<file path="config.mk">
export PLATFORM = sky130hd
export DESIGN_NAME = bus_regfile
export DESIGN_NICKNAME = d
export VERILOG_FILES = /design/src/rtl/bus_regfile_pkg.sv /design/src/rtl/phi2_tracker.sv /design/src/rtl/bus_decode.sv /design/src/rtl/reg_bank.sv /design/src/rtl/read_mux.sv /design/src/rtl/bus_regfile.sv
export SDC_FILE = /design/constraint.sdc
export NUM_CORES = 1
export LEC_CHECK = 0
export BUFFER_PORTS_ARGS = -buffer_cell sky130_fd_sc_hd__buf_2
export CELL_PAD_IN_SITES_DETAIL_PLACEMENT = 1
export CELL_PAD_IN_SITES_GLOBAL_PLACEMENT = 2
export CORE_UTILIZATION = 38
export CTS_CLUSTER_DIAMETER = 50
export CTS_CLUSTER_SIZE = 30
export DETAILED_ROUTE_END_ITERATION = 8
export PLACE_DENSITY = 0.85
export SLEW_MARGIN = 5
export SYNTH_ARGS = -nofsm -noshare
export SYNTH_HDL_FRONTEND = slang
export SYNTH_SLANG_ARGS = --single-unit
</file>
<file path="constraint.sdc">
create_clock -name clk -period 2.7 [get_ports clk]
set_input_delay 0.675 -clock clk [delete_from_list [all_inputs] [get_ports clk]]
set_output_delay 0.675 -clock clk [all_outputs]
set_load 0.02 [all_outputs]
</file>
<file path="src/rtl/bus_regfile_pkg.sv">
package bus_regfile_pkg;

    localparam int DEF_DATA_W   = 8;
    localparam int DEF_IDX_W    = 4;
    localparam int DEF_BUS_AW   = 8;

    typedef enum logic [1:0] {
        ACC_NONE  = 2'd0,
        ACC_READ  = 2'd1,
        ACC_WRITE = 2'd2
    } acc_kind_e;

    typedef struct packed {
        logic      hi;
        logic      fell;
    } phase_t;

    function automatic acc_kind_e classify(input logic sel_n, input logic rd_wr_n);
        if (sel_n)
            return ACC_NONE;
        else if (rd_wr_n)
            return ACC_READ;
        else
            return ACC_WRITE;
    endfunction

endpackage

</file>
<file path="src/rtl/phi2_tracker.sv">
module phi2_tracker
    import bus_regfile_pkg::*;
(
    input  logic   clk,
    input  logic   rst,
    input  logic   phi2,
    output phase_t phase
);
    logic phi2_q;

    always_ff @(posedge clk) begin
        if (rst)
            phi2_q <= 1'b0;
        else
            phi2_q <= phi2;
    end

    always_comb begin
        phase.hi   = phi2;
        phase.fell = phi2_q & ~phi2;
    end
endmodule

</file>
<file path="src/rtl/bus_decode.sv">
module bus_decode
    import bus_regfile_pkg::*;
#(
    parameter int IDX_W = DEF_IDX_W,
    localparam int NREG = 1 << IDX_W
) (
    input  phase_t           phase,
    input  logic             cs_n,
    input  logic             rw,
    input  logic [IDX_W-1:0] idx,
    output logic [NREG-1:0]  wr_sel,
    output logic             rd_en
);
    acc_kind_e kind;

    assign kind  = classify(cs_n, rw);
    assign rd_en = phase.hi && (kind == ACC_READ);

    for (genvar g = 0; g < NREG; g++) begin : g_wsel
        assign wr_sel[g] = phase.fell && (kind == ACC_WRITE) && (idx == IDX_W'(g));
    end
endmodule

</file>
<file path="src/rtl/reg_bank.sv">
module reg_bank
    import bus_regfile_pkg::*;
#(
    parameter int DATA_W = DEF_DATA_W,
    parameter int NREG   = 16
) (
    input  logic                        clk,
    input  logic                        rst,
    input  logic [NREG-1:0]             wr_sel,
    input  logic [DATA_W-1:0]           wdata,
    output logic [NREG-1:0][DATA_W-1:0] regs
);
    for (genvar g = 0; g < NREG; g++) begin : g_reg
        always_ff @(posedge clk) begin
            if (rst)
                regs[g] <= '0;
            else if (wr_sel[g])
                regs[g] <= wdata;
        end
    end
endmodule

</file>
<file path="src/rtl/read_mux.sv">
module read_mux
    import bus_regfile_pkg::*;
#(
    parameter int DATA_W = DEF_DATA_W,
    parameter int IDX_W  = DEF_IDX_W,
    localparam int NREG  = 1 << IDX_W
) (
    input  logic [NREG-1:0][DATA_W-1:0] regs,
    input  logic [IDX_W-1:0]            idx,
    input  logic                        rd_en,
    output logic [DATA_W-1:0]           rdata
);
    always_comb begin
        rdata = '0;
        if (rd_en)
            rdata = regs[idx];
    end
endmodule

</file>
<file path="src/rtl/bus_regfile.sv">
module bus_regfile
    import bus_regfile_pkg::*;
#(
    parameter int DATA_W         = DEF_DATA_W,
    parameter int IDX_W          = DEF_IDX_W,
    parameter int BUS_AW         = DEF_BUS_AW,
    parameter int PORT_DATA_SLOT = 0,
    parameter int PORT_DIR_SLOT  = 1
) (
    input  logic              clk,
    input  logic              rst,
    input  logic              phi2,
    input  logic              rw,
    input  logic              cs_n,
    input  logic [BUS_AW-1:0] addr,
    input  logic [DATA_W-1:0] wdata,
    output logic [DATA_W-1:0] rdata,
    output logic              rdata_oe,
    output logic [DATA_W-1:0] port_val,
    output logic [DATA_W-1:0] port_dir
);
    localparam int NREG = 1 << IDX_W;

    phase_t                      phase;
    logic [IDX_W-1:0]            idx;
    logic [NREG-1:0]             wr_sel;
    logic                        rd_en;
    logic [NREG-1:0][DATA_W-1:0] regs;

    // upper bus address lines are not decoded: the window mirrors
    if (BUS_AW > IDX_W) begin : g_hi
        logic unused_hi;
        assign unused_hi = ^addr[BUS_AW-1:IDX_W];
    end
    assign idx = addr[IDX_W-1:0];

    phi2_tracker u_phase (
        .clk   (clk),
        .rst   (rst),
        .phi2  (phi2),
        .phase (phase)
    );

    bus_decode #(.IDX_W(IDX_W)) u_dec (
        .phase  (phase),
        .cs_n   (cs_n),
        .rw     (rw),
        .idx    (idx),
        .wr_sel (wr_sel),
        .rd_en  (rd_en)
    );

    reg_bank #(.DATA_W(DATA_W), .NREG(NREG)) u_bank (
        .clk    (clk),
        .rst    (rst),
        .wr_sel (wr_sel),
        .wdata  (wdata),
        .regs   (regs)
    );

    read_mux #(.DATA_W(DATA_W), .IDX_W(IDX_W)) u_rmux (
        .regs  (regs),
        .idx   (idx),
        .rd_en (rd_en),
        .rdata (rdata)
    );

    assign rdata_oe = rd_en;
    assign port_val = regs[PORT_DATA_SLOT];
    assign port_dir = regs[PORT_DIR_SLOT];
endmodule

</file>
==> results by group, run 1 <==
Status
  • Status: finished, final reports clean

Critical path
  • Reg2reg end: u_bank.regs[0]
  • CP peak stage delay: 0.51 ns
  • Flop-to-flop setup slack: 0.78 ns
  • CP startpoint kind: input pin
  • Crit-path cells: buf_12, buf_12, mux4_2, nand3_2, nand4_1, buf_4
  • Family with the most delay on the worst path: multiplexers
  • Reg2Reg Depth: 4
  • Critical Path RT: 2.03 ns
  • Critical path class: input pin to primary output
  • CP bufs+invs: 3
  • CP arrival: 2.00 ns
  • R2R Path Start: u_phase.phi2_q
  • Critical-path top delay cell: mux4_2
  • CP endpoint kind: primary output
  • Most frequent CP cell: buf_12
  • Max FO, Critical Path: 7

Worst hold path
  • Hold crit path type: flip-flop to flip-flop
  • Hold_sp: u_bank.regs[79]
  • Hold depth: 2
  • Hold EP: u_bank.regs[79]

Pwr
  • Total power: 4800 uW
  • P_sw: 1190 uW
  • Clock Power Share: 51.1%
  • Power share of the combinational group: 9.1%
  • Pint: 3610 uW
  • Switch share: 24.8%
  • Cell area power density: 616 nW/um^2
  • Worst vdd ir: 0.000459 V
  • Leak: 0.00242 uW
  • Reg power frac: 39.8%

Logic synthesis
  • Netlist Area Pre-Place: 6780 um^2
  • Mapped Nets: 768
  • Main area contributors after synthesis: dfxtp_1 38%, o31ai_1 14%, nand4_1 13%
  • Largest family of logic cells by synthesized area: compound AO/OA/AOI/OAI gates
  • Simple-gate share of the synthesized area: 16.8%
  • Yosys top cell by area: dfxtp_1
  • Share of the synthesized area in the top cell type: 38.1%
  • Complex-gate fraction of the synthesized area: 23.6%
  • Synth Area in Adders: 0%
  • Synth warnings: 0
  • Multiplexer share of the synthesized area: 10.6%
  • Seq/Total Area, Yosys: 38.1%
  • Syn_area_per_cell: 9.07 um^2
  • Synth Instances: 747
  • XOR/XNOR Fraction of Synth Area: 0%
  • Yosys cell types: 20
  • Post-synthesis sequential element count: 129

Finish
  • Commonest non-fill, non-tap cell in the layout: nand4_1
  • Final core occ: 44.9%
  • Commonest cells after routing, fill and taps aside: 136 x nand4_1, 129 x dfxtp_1, 128 x o31ai_1, 128 x a21oi_1, 34 x buf_2
  • Share of cells above drive strength 1: 22.2%
  • Number of nets in the layout: 732
  • P&R area growth vs syn: 14.9%

STA
  • RSZ-0062 raised after global routing: false
  • Final Max Slew Viols: 0
  • Final cycle utilization of the critical path: 99.3%
  • Fin crit period: 2.68 ns
  • Rel. slew slack: 38.7%
  • Final hold violation count: 0
  • Peak Freq: 373 MHz
  • Slew at the pin closest to its max-slew limit: 0.919 ns
  • Finish-stage setup viols: 0
  • Clock skew: 0.00712 ns

Clock network
  • CTS tree: yes
  • Worst-Skew Late Latency: 0.42 ns
  • Hold-fix buffers, CTS: 0
  • CTS Sinks: 129
  • H-Tree Depth: 4
  • Root Buffer: clkbuf_16
  • CTS max path bufs: 2
  • Reg clk slew, reported paths: 0.06 ns
  • CTS Buf Count: 17

Die
  • Row count: 48
  • Core area: 17400 um^2
  • Initial core utilization: 39.0%
  • Ports: 46
  • Die height: 136 um
  • Die X-Extent: 136 um
  • DIE AREA: 18400 um^2

Route
  • Routed length per placed instance: 26.4 um
  • Vias: 6511
  • Antenna Nets Post-Route: 0
  • DR pass1 iterations: 5
  • DRT iter0 DRCs: 676
  • # DRC: 0
  • Final wirelength: 25100 um
  • Vias per inst: 6.85

GRT
  • Vias in the first global route: 6628
  • GRT overflow: 0
  • Total global routing track utilization: 27.9%
  • First-pass GRT wire length: 38800 um
  • Largest net degree at the start of global routing: 130
  • Initial antenna violation count: 1

Flow run
  • Max Cap Violations: 0

Placed design
  • Buffers on Ports: 41
  • Post-DP HPWL: 14400 um
  • RePlAce Congestion: 0.772
-- tightest hold or removal path: cells and delay by family (launching register included) --
| family | cells | cell delay [ns] |
|---|---|---|
| AOI/OAI and AO/OA | 2 | 0.12 |
| DFF | 1 | 0.31 |
-- final cells by class --
class	instances	area (um^2)
sequential	129	2580
clock buffer	21	460
tap	225	282
fill	1931	9570
antenna	1	2.50
timing repair buffer	87	808
clock inverter	11	160
multi-input combinational	476	3490
-- metrics by stage --
stage                     hold WS (ns)  setup slack (ns)  instances  setup TNS, ns  area [um^2]
after global routing             0.486           0.00184        950              0         7790
after detailed placement         0.465            -0.165        915         -0.777         7070
final                            0.472            0.0202        950              0         7790
after global placement           0.451            -0.126        915         -0.633         7070
after floorplan                  0.445             0.134        747              0         6780
after CTS                        0.472           0.00157        949              0         7770
-- cells in the mapped netlist, drive strengths merged --
cell type,number
and3b,1
clkbuf,80
o31ai,128
dfxtp,129
a21oi,128
or4b,1
or2,2
nand2,2
nor2b,5
nor4b,1
and2,2
mux4,32
nand4,136
nor2,2
nand3,32
buf,62
nand2b,4
-- how the worst max path moves through the flow --
stage,startpoint,to,slack (ns),depth (start not counted)
CTS,addr[0],rdata[7],0.002,7
finish,addr[0],rdata[0],0.02,6
global route,addr[0],rdata[7],0.002,7
detailed placement,addr[0],rdata[2],-0.16,6
global placement,addr[0],rdata[2],-0.13,6
floorplan,addr[0],rdata[6],0.13,5
-- cells by family after synthesis --
group	count (synthesis)
AO/OA/AOI/OAI	256
AND/OR/NAND/NOR	188
multiplexers	32
flip-flops	129
buffers and inverters	142
-- flip-flops by register name, summed over array words and instances (netlist names) --
signal and cells:
u_bank.regs 128, u_phase.phi2_q 1
-- power groups by stage --
stage / Clock, uW / Sequential, uW / Combinational, uW
finish: 2450 / 1910 / 439
global route: 2550 / 1910 / 455
CTS: 2480 / 1910 / 428
detailed placement: 0 / 1950 / 414
global placement: 0 / 1950 / 400
floorplan: 0 / 1950 / 241
-- routing by layer --
layer	wire (um)	vias to the layer above	GRT usage [%]
met5	0	-	0
met4	585	0	12.0
met3	1040	37	4.34
met2	12700	210	46.2
met1	10700	3406	35.9
li1	-	2858	-
-- timing repair --
| action | CTS | global route |
|---|---|---|
| resized for setup | 8 | 6 |
| buffers inserted | 1 | 0 |
| pin swaps | 2 | 1 |
| cloned | 1 | 0 |
| setup endpoints to repair | 8 | 4 |
Note: power is estimated with default switching activity, not from simulation.
==> inputs of run 2 (changes only) <==
==> constraint.sdc (replaced) <==
create_clock -name clk -period 2.7 [get_ports clk]
set_input_delay 0.675 -clock clk [delete_from_list [all_inputs] [get_ports clk]]
set_output_delay 0.675 -clock clk [all_outputs]
set_load 0.1 [all_outputs]
==> results by group, run 2 (synthesis gave the netlist of run 1 again) <==
Status
  • Status: finished with violations (was finished, final reports clean)
  • Failing checks: setup timing

Route
  • DR pass1 iterations: 5 (unchanged)
  • Vias per inst: 6.84 (was 6.85)
  • # DRC: 0 (unchanged)
  • Antenna Nets Post-Route: 0 (unchanged)
  • DRT iter0 DRCs: 631 (was 676)
  • Vias: 6534 (was 6511)
  • Final wirelength: 24600 um (was 25100 um)
  • Routed length per placed instance: 25.7 um (was 26.4 um)

Clock network
  • Root Buffer: clkbuf_16 (unchanged)
  • H-Tree Depth: 4 (unchanged)
  • CTS max path bufs: 2 (unchanged)
  • Worst-Skew Late Latency: 0.44 ns (was 0.42 ns)
  • CTS tree: yes (unchanged)
  • Reg clk slew, reported paths: 0.06 ns (about the same)
  • CTS Buf Count: 17 (unchanged)
  • Hold-fix buffers, CTS: 0 (unchanged)
  • CTS Sinks: 129 (unchanged)

Finish
  • Reg area: 2580 um^2 (unchanged)
  • P&R area growth vs syn: 16.8% (was 14.9%)
  • Number of nets in the layout: 738 (was 732)
  • Commonest cells after routing, fill and taps aside: 136 x nand4_1, 129 x dfxtp_1, 128 x o31ai_1, 128 x a21oi_1, 40 x buf_4 (was 136 x nand4_1, 129 x dfxtp_1, 128 x o31ai_1, 128 x a21oi_1, 34 x buf_2)
  • Final core occ: 45.6% (was 44.9%)
  • Biggest register: u_bank.regs (unchanged)
  • Area of the multi-input gates: 3510 um^2 (was 3490 um^2)
  • Biggest registers after layout: u_bank.regs (128), u_phase.phi2_q (1) (unchanged)
  • Final-layout fill cell count: 1937 (was 1931)
  • Diode count: 0 (was 1)
  • Commonest non-fill, non-tap cell in the layout: nand4_1 (unchanged)
  • Share of cells above drive strength 1: 23.6% (was 22.2%)
  • Max FFs per register: 128 (unchanged)
  • Non-Filler Instances: 955 (was 950)

Flow run
  • Max Cap Violations: 0 (unchanged)

STA
  • RSZ-0062 raised after global routing: true (was false)
  • Finish-stage setup viols: 1 (was 0)
  • Slew at the pin closest to its max-slew limit: 0.984 ns (was 0.919 ns)
  • Final cycle utilization of the critical path: 100% (was 99.3%)
  • Final hold violation count: 0 (unchanged)
  • Fin crit period: 2.70 ns (was 2.68 ns)
  • Rel. slew slack: 34.4% (was 38.7%)
  • Fin worst setup slack: -0.00497 ns (was 0.0202 ns)
  • Final setup TNS: -0.00497 ns (was 0 ns)
  • Final Max Slew Viols: 0 (unchanged)
  • Peak Freq: 370 MHz (was 373 MHz)
  • Clock skew: 0.00953 ns (was 0.00712 ns)

Critical path
  • Max FO, Critical Path: 6 (was 7)
  • CP arrival: 2.03 ns (was 2.00 ns)
  • Critical path class: input pin to primary output (unchanged)
  • CP startpoint kind: input pin (unchanged)
  • CP endpoint kind: primary output (unchanged)
  • Critical Path RT: 2.03 ns (about the same)

Die
  • Row count: 48 (unchanged)
  • Ports: 46 (unchanged)
  • DIE AREA: 18400 um^2 (unchanged)
  • Die X-Extent: 136 um (unchanged)
  • Core area: 17400 um^2 (unchanged)
  • Initial core utilization: 39.0% (unchanged)
  • Die height: 136 um (unchanged)

GRT
  • Largest net degree at the start of global routing: 129 (was 130)
  • GRT overflow: 0 (unchanged)
  • Vias in the first global route: 6811 (was 6628)
  • Initial antenna violation count: 0 (was 1)
  • Total global routing track utilization: 28.1% (was 27.9%)
  • First-pass GRT wire length: 39000 um (was 38800 um)

Pwr
  • Worst vdd ir: 0.000498 V (was 0.000459 V)
  • Cell area power density: 616 nW/um^2 (about the same)
  • Leak: 0.00246 uW (was 0.00242 uW)

Placed design
  • RePlAce Congestion: 0.764 (was 0.772)
  • Cell total after placement: 920 (was 915)
  • Buffers on Ports: 41 (unchanged)
  • Placement Setup Slack: -0.186 ns (was -0.165 ns)
  • Post-DP HPWL: 14100 um (was 14400 um)

Worst hold path
  • Hold crit path type: flip-flop to flip-flop (unchanged)
==> run 2: changes by cell type in the layout (fill, tap and decap cells not counted), sizes merged <==
| cell | previous run | this run |
|---|---|---|
| buf | 87 | 92 |
| bufbuf | 0 | 1 |
| clkbuf | 21 | 20 |
| clkinv | 5 | 6 |
| clkinvlp | 2 | 1 |
| diode | 1 | 0 |
| inv | 0 | 1 |
==> run 2: final timing paths <==
kind                   startpoint  slack [ns]  cells past startpoint         endpoint
setup / recovery          addr[0]      -0.005                      6         rdata[0]
hold / removal    u_bank.regs[17]        0.47                      2  u_bank.regs[17]
hold reg to reg   u_bank.regs[17]        0.47                      2  u_bank.regs[17]
setup reg to reg   u_phase.phi2_q        0.89                      4  u_bank.regs[26]
==> run 2: power by group <==
group | leakage [uW] | switching [uW] | internal (uW) | total, uW
sequential | 0.00104 | 1.73 | 1910 | 1910
clock | 0.000311 | 918 | 1600 | 2520
combinational | 0.00112 | 327 | 125 | 452
==> run 2: critical path: stages <==
cell	delay, ns
buf_12	0.12
buf_12	0.13
mux4_2	0.53
nand3_2	0.10
nand4_1	0.21
buf_8	0.26
==> run 2: final cells by class <==
| type | instances | share of cell area, % |
|---|---|---|
| multi-input cells | 476 | 44.4 |
| flip-flops and latches | 129 | 32.6 |
| repair buffers | 93 | 11.4 |
| clock buffers | 20 | 5.77 |
| well taps | 225 | 3.56 |
| clock inverters | 12 | 2.29 |
==> run 2: stage by stage <==
stage | cell area, um^2 | total power (uW) | hold WS, ns
floorplan | 6840 | 2210 | 0.445
global placement | 7090 | 2360 | 0.450
detailed placement | 7090 | 2370 | 0.462
CTS | 7900 | 4890 | 0.471
global route | 7910 | 4990 | 0.492
finish | 7910 | 4880 | 0.473
==> run 2: timing repair <==
action	CTS	global route
gates resized for setup	29	4
setup endpoints to repair	8	6
buffers inserted	1	0
pin swaps	4	4
cloned	2	0
==> run 2: routing by layer <==
layer | vias to the layer above | global-route usage (%) | wire length, um
li1 | 2866 | - | -
met1 | 3423 | 36.7 | 10900
met2 | 210 | 45.4 | 12100
met3 | 35 | 5.05 | 1080
met4 | 0 | 12.0 | 505
met5 | - | 0 | 0
==> inputs of run 3 (changes only) <==
--- a/config.mk
+++ b/config.mk
@@ -13,6 +13,7 @@
 export CTS_CLUSTER_SIZE = 30
 export DETAILED_ROUTE_END_ITERATION = 8
 export PLACE_DENSITY = 0.85
+export REMOVE_ABC_BUFFERS = 1
 export SLEW_MARGIN = 5
 export SYNTH_ARGS = -nofsm -noshare
 export SYNTH_HDL_FRONTEND = slang
==> results by group, run 3 (synthesis gave the netlist of run 1 again) <==
Critical path
  • CP endpoint kind: primary output (unchanged)
  • Critical path class: input pin to primary output (unchanged)
  • Reg2Reg Depth: 4 (unchanged)
  • CP arrival: 2.01 ns (was 2.03 ns)
  • Reg2reg end: u_bank.regs[90] (was u_bank.regs[26])
  • CP startpoint kind: input pin (unchanged)
  • Max FO, Critical Path: 7 (was 6)
  • R2R Path Start: u_phase.phi2_q (unchanged)
  • Flop-to-flop setup slack: 0.89 ns (about the same)
  • Critical Path RT: 2.03 ns (about the same)

Clock network
  • CTS tree: yes (unchanged)
  • CTS Sinks: 129 (unchanged)
  • CTS max path bufs: 2 (unchanged)
  • H-Tree Depth: 4 (unchanged)
  • Reg clk slew, reported paths: 0.05 ns (was 0.06 ns)
  • Root Buffer: clkbuf_16 (unchanged)
  • CTS Buf Count: 17 (unchanged)
  • Worst-Skew Late Latency: 0.43 ns (was 0.44 ns)

Route
  • Vias: 6521 (was 6534)
  • DR pass1 iterations: 5 (unchanged)
  • DRT iter0 DRCs: 679 (was 631)
  • # DRC: 0 (unchanged)
  • Antenna Nets Post-Route: 0 (unchanged)
  • Final wirelength: 24300 um (was 24600 um)
  • Vias per inst: 6.84 (about the same)
  • Routed length per placed instance: 25.5 um (was 25.7 um)

GRT
  • Initial antenna violation count: 0 (unchanged)
  • Total global routing track utilization: 27.6% (was 28.1%)
  • GRT overflow: 0 (unchanged)
  • Vias in the first global route: 6953 (was 6811)
  • Largest net degree at the start of global routing: 129 (unchanged)
  • First-pass GRT wire length: 38500 um (was 39000 um)

Flow run
  • Max Cap Violations: 0 (unchanged)

STA
  • Hold WS: 0.472 ns (was 0.473 ns)
  • Finish-stage setup viols: 0 (was 1)
  • Final hold violation count: 0 (unchanged)
  • Fin worst setup slack: 0.0193 ns (was -0.00497 ns)
  • Slew at the pin closest to its max-slew limit: 0.895 ns (was 0.984 ns)
  • Final cycle utilization of the critical path: 99.3% (was 100%)
  • RSZ-0062 raised after global routing: true (unchanged)
  • Fin crit period: 2.68 ns (was 2.70 ns)
  • Final setup TNS: 0 ns (was -0.00497 ns)
  • Final Max Slew Viols: 0 (unchanged)
  • Clock skew: 0.00585 ns (was 0.00953 ns)
  • Peak Freq: 373 MHz (was 370 MHz)
  • Rel. slew slack: 40.3% (was 34.4%)

Placed design
  • Buffers on Ports: 41 (unchanged)
  • Post-DP HPWL: 13000 um (was 14100 um)
  • Post-DP Area: 7100 um^2 (was 7090 um^2)
  • Placement Setup Slack: -0.120 ns (was -0.186 ns)
  • RePlAce Congestion: 0.743 (was 0.764)

Die
  • DIE AREA: 18400 um^2 (unchanged)
  • Die height: 136 um (unchanged)
  • Core area: 17400 um^2 (unchanged)
  • Die X-Extent: 136 um (unchanged)
  • Ports: 46 (unchanged)
  • Row count: 48 (unchanged)
  • Initial core utilization: 39.0% (unchanged)

Finish
  • Diode count: 0 (unchanged)
  • Biggest register: u_bank.regs (unchanged)
  • Share of cells above drive strength 1: 22.3% (was 23.6%)
  • Max FFs per register: 128 (unchanged)
  • Commonest cells after routing, fill and taps aside: 136 x nand4_1, 129 x dfxtp_1, 128 x o31ai_1, 128 x a21oi_1, 32 x mux4_2 (was 136 x nand4_1, 129 x dfxtp_1, 128 x o31ai_1, 128 x a21oi_1, 40 x buf_4)
  • Final Cell Area: 7840 um^2 (was 7910 um^2)
  • Number of nets in the layout: 736 (was 738)
  • Final-layout fill cell count: 1950 (was 1937)
  • Final core occ: 45.1% (was 45.6%)
  • Commonest non-fill, non-tap cell in the layout: nand4_1 (unchanged)
  • Biggest registers after layout: u_bank.regs (128), u_phase.phi2_q (1) (unchanged)
  • P&R area growth vs syn: 15.7% (was 16.8%)

Pwr
  • Power share of the combinational group: 10.4% (was 9.3%)
  • Clock Power Share: 46.9% (was 51.6%)
  • Worst vdd ir: 0.000416 V (was 0.000498 V)
  • Leak: 0.00242 uW (was 0.00246 uW)
  • Reg power frac: 42.7% (was 39.1%)
  • Pint: 3300 uW (was 3630 uW)
  • Cell area power density: 571 nW/um^2 (was 616 nW/um^2)
  • P_sw: 1170 uW (was 1250 uW)
  • Switch share: 26.2% (was 25.6%)

Worst hold path
  • Hold EP: u_bank.regs[118] (was u_bank.regs[17])
  • Hold_sp: u_bank.regs[118] (was u_bank.regs[17])
  • Hold depth: 2 (unchanged)
  • Hold crit path type: flip-flop to flip-flop (unchanged)

Status
  • Status: finished, final reports clean (was finished with violations)
## run 3: cell count changes in the layout (fill, tap and decap cells not counted), sizes merged
cell,previous run,this run
clkbuf,20,27
bufinv,4,0
clkinv,6,4
buf,92,91
bufbuf,1,0
inv,1,0
## run 3: critical path: stages
cell and delay [ns]:
buf_12 0.10, buf_12 0.14, buf_12 0.14, mux4_2 0.51, nand3_2 0.09, nand4_1 0.14, buf_8 0.21
## run 3: repair_timing
| item | in CTS | in global routing |
|---|---|---|
| hold buffers | 0 | 0 |
| endpoints found under the setup margin | 8 | 3 |
| hold endpoints to repair | 0 | 0 |
| buffers inserted | 5 | 1 |
| cloned | 1 | 0 |
| gates resized for setup | 26 | 3 |
| pin swaps | 2 | 4 |
## run 3: layout make-up
cell class	count	area, um^2	share of cell area [%]
Timing Repair Buffer	91	945	12.1
Multi-Input combinational cell	476	3500	44.6
Tap cell	225	282	3.59
Clock inverter	5	27.5	0.351
Sequential cell	129	2580	33.0
Clock buffer	27	503	6.42
## run 3: power groups by stage
stage / Combinational, uW / Sequential [uW] / Clock (uW)
after CTS: 452 / 1910 / 2120
after global routing: 481 / 1910 / 2220
after global placement: 419 / 1950 / 0
after detailed placement: 432 / 1950 / 0
after floorplan: 137 / 1950 / 0
final: 466 / 1910 / 2100
## run 3: layer usage
metal / routed length (um) / vias to the layer above / GRT usage (%)
met5: 0 / - / 0
met4: 460 / 0 / 12.5
met3: 1330 / 52 / 5.24
met2: 12400 / 230 / 47.4
met1: 10100 / 3373 / 33.4
li1: - / 2866 / -
## run 3: worst max path at each step
stage,from,to,cells past startpoint
2_1_floorplan,rw,u_bank.regs[0],3
3_3_place_gp,addr[0],rdata[6],6
3_5_place_dp,addr[0],rdata[2],6
4_1_cts,addr[0],rdata[5],7
5_1_grt,addr[0],rdata[5],7
6_report,addr[0],rdata[1],7
## run 3: metrics by stage
stage / instances / total power (uW)
6_report: 953 / 4480
5_1_grt: 953 / 4610
4_1_cts: 952 / 4480
3_5_place_dp: 914 / 2380
3_3_place_gp: 914 / 2370
2_1_floorplan: 605 / 2090
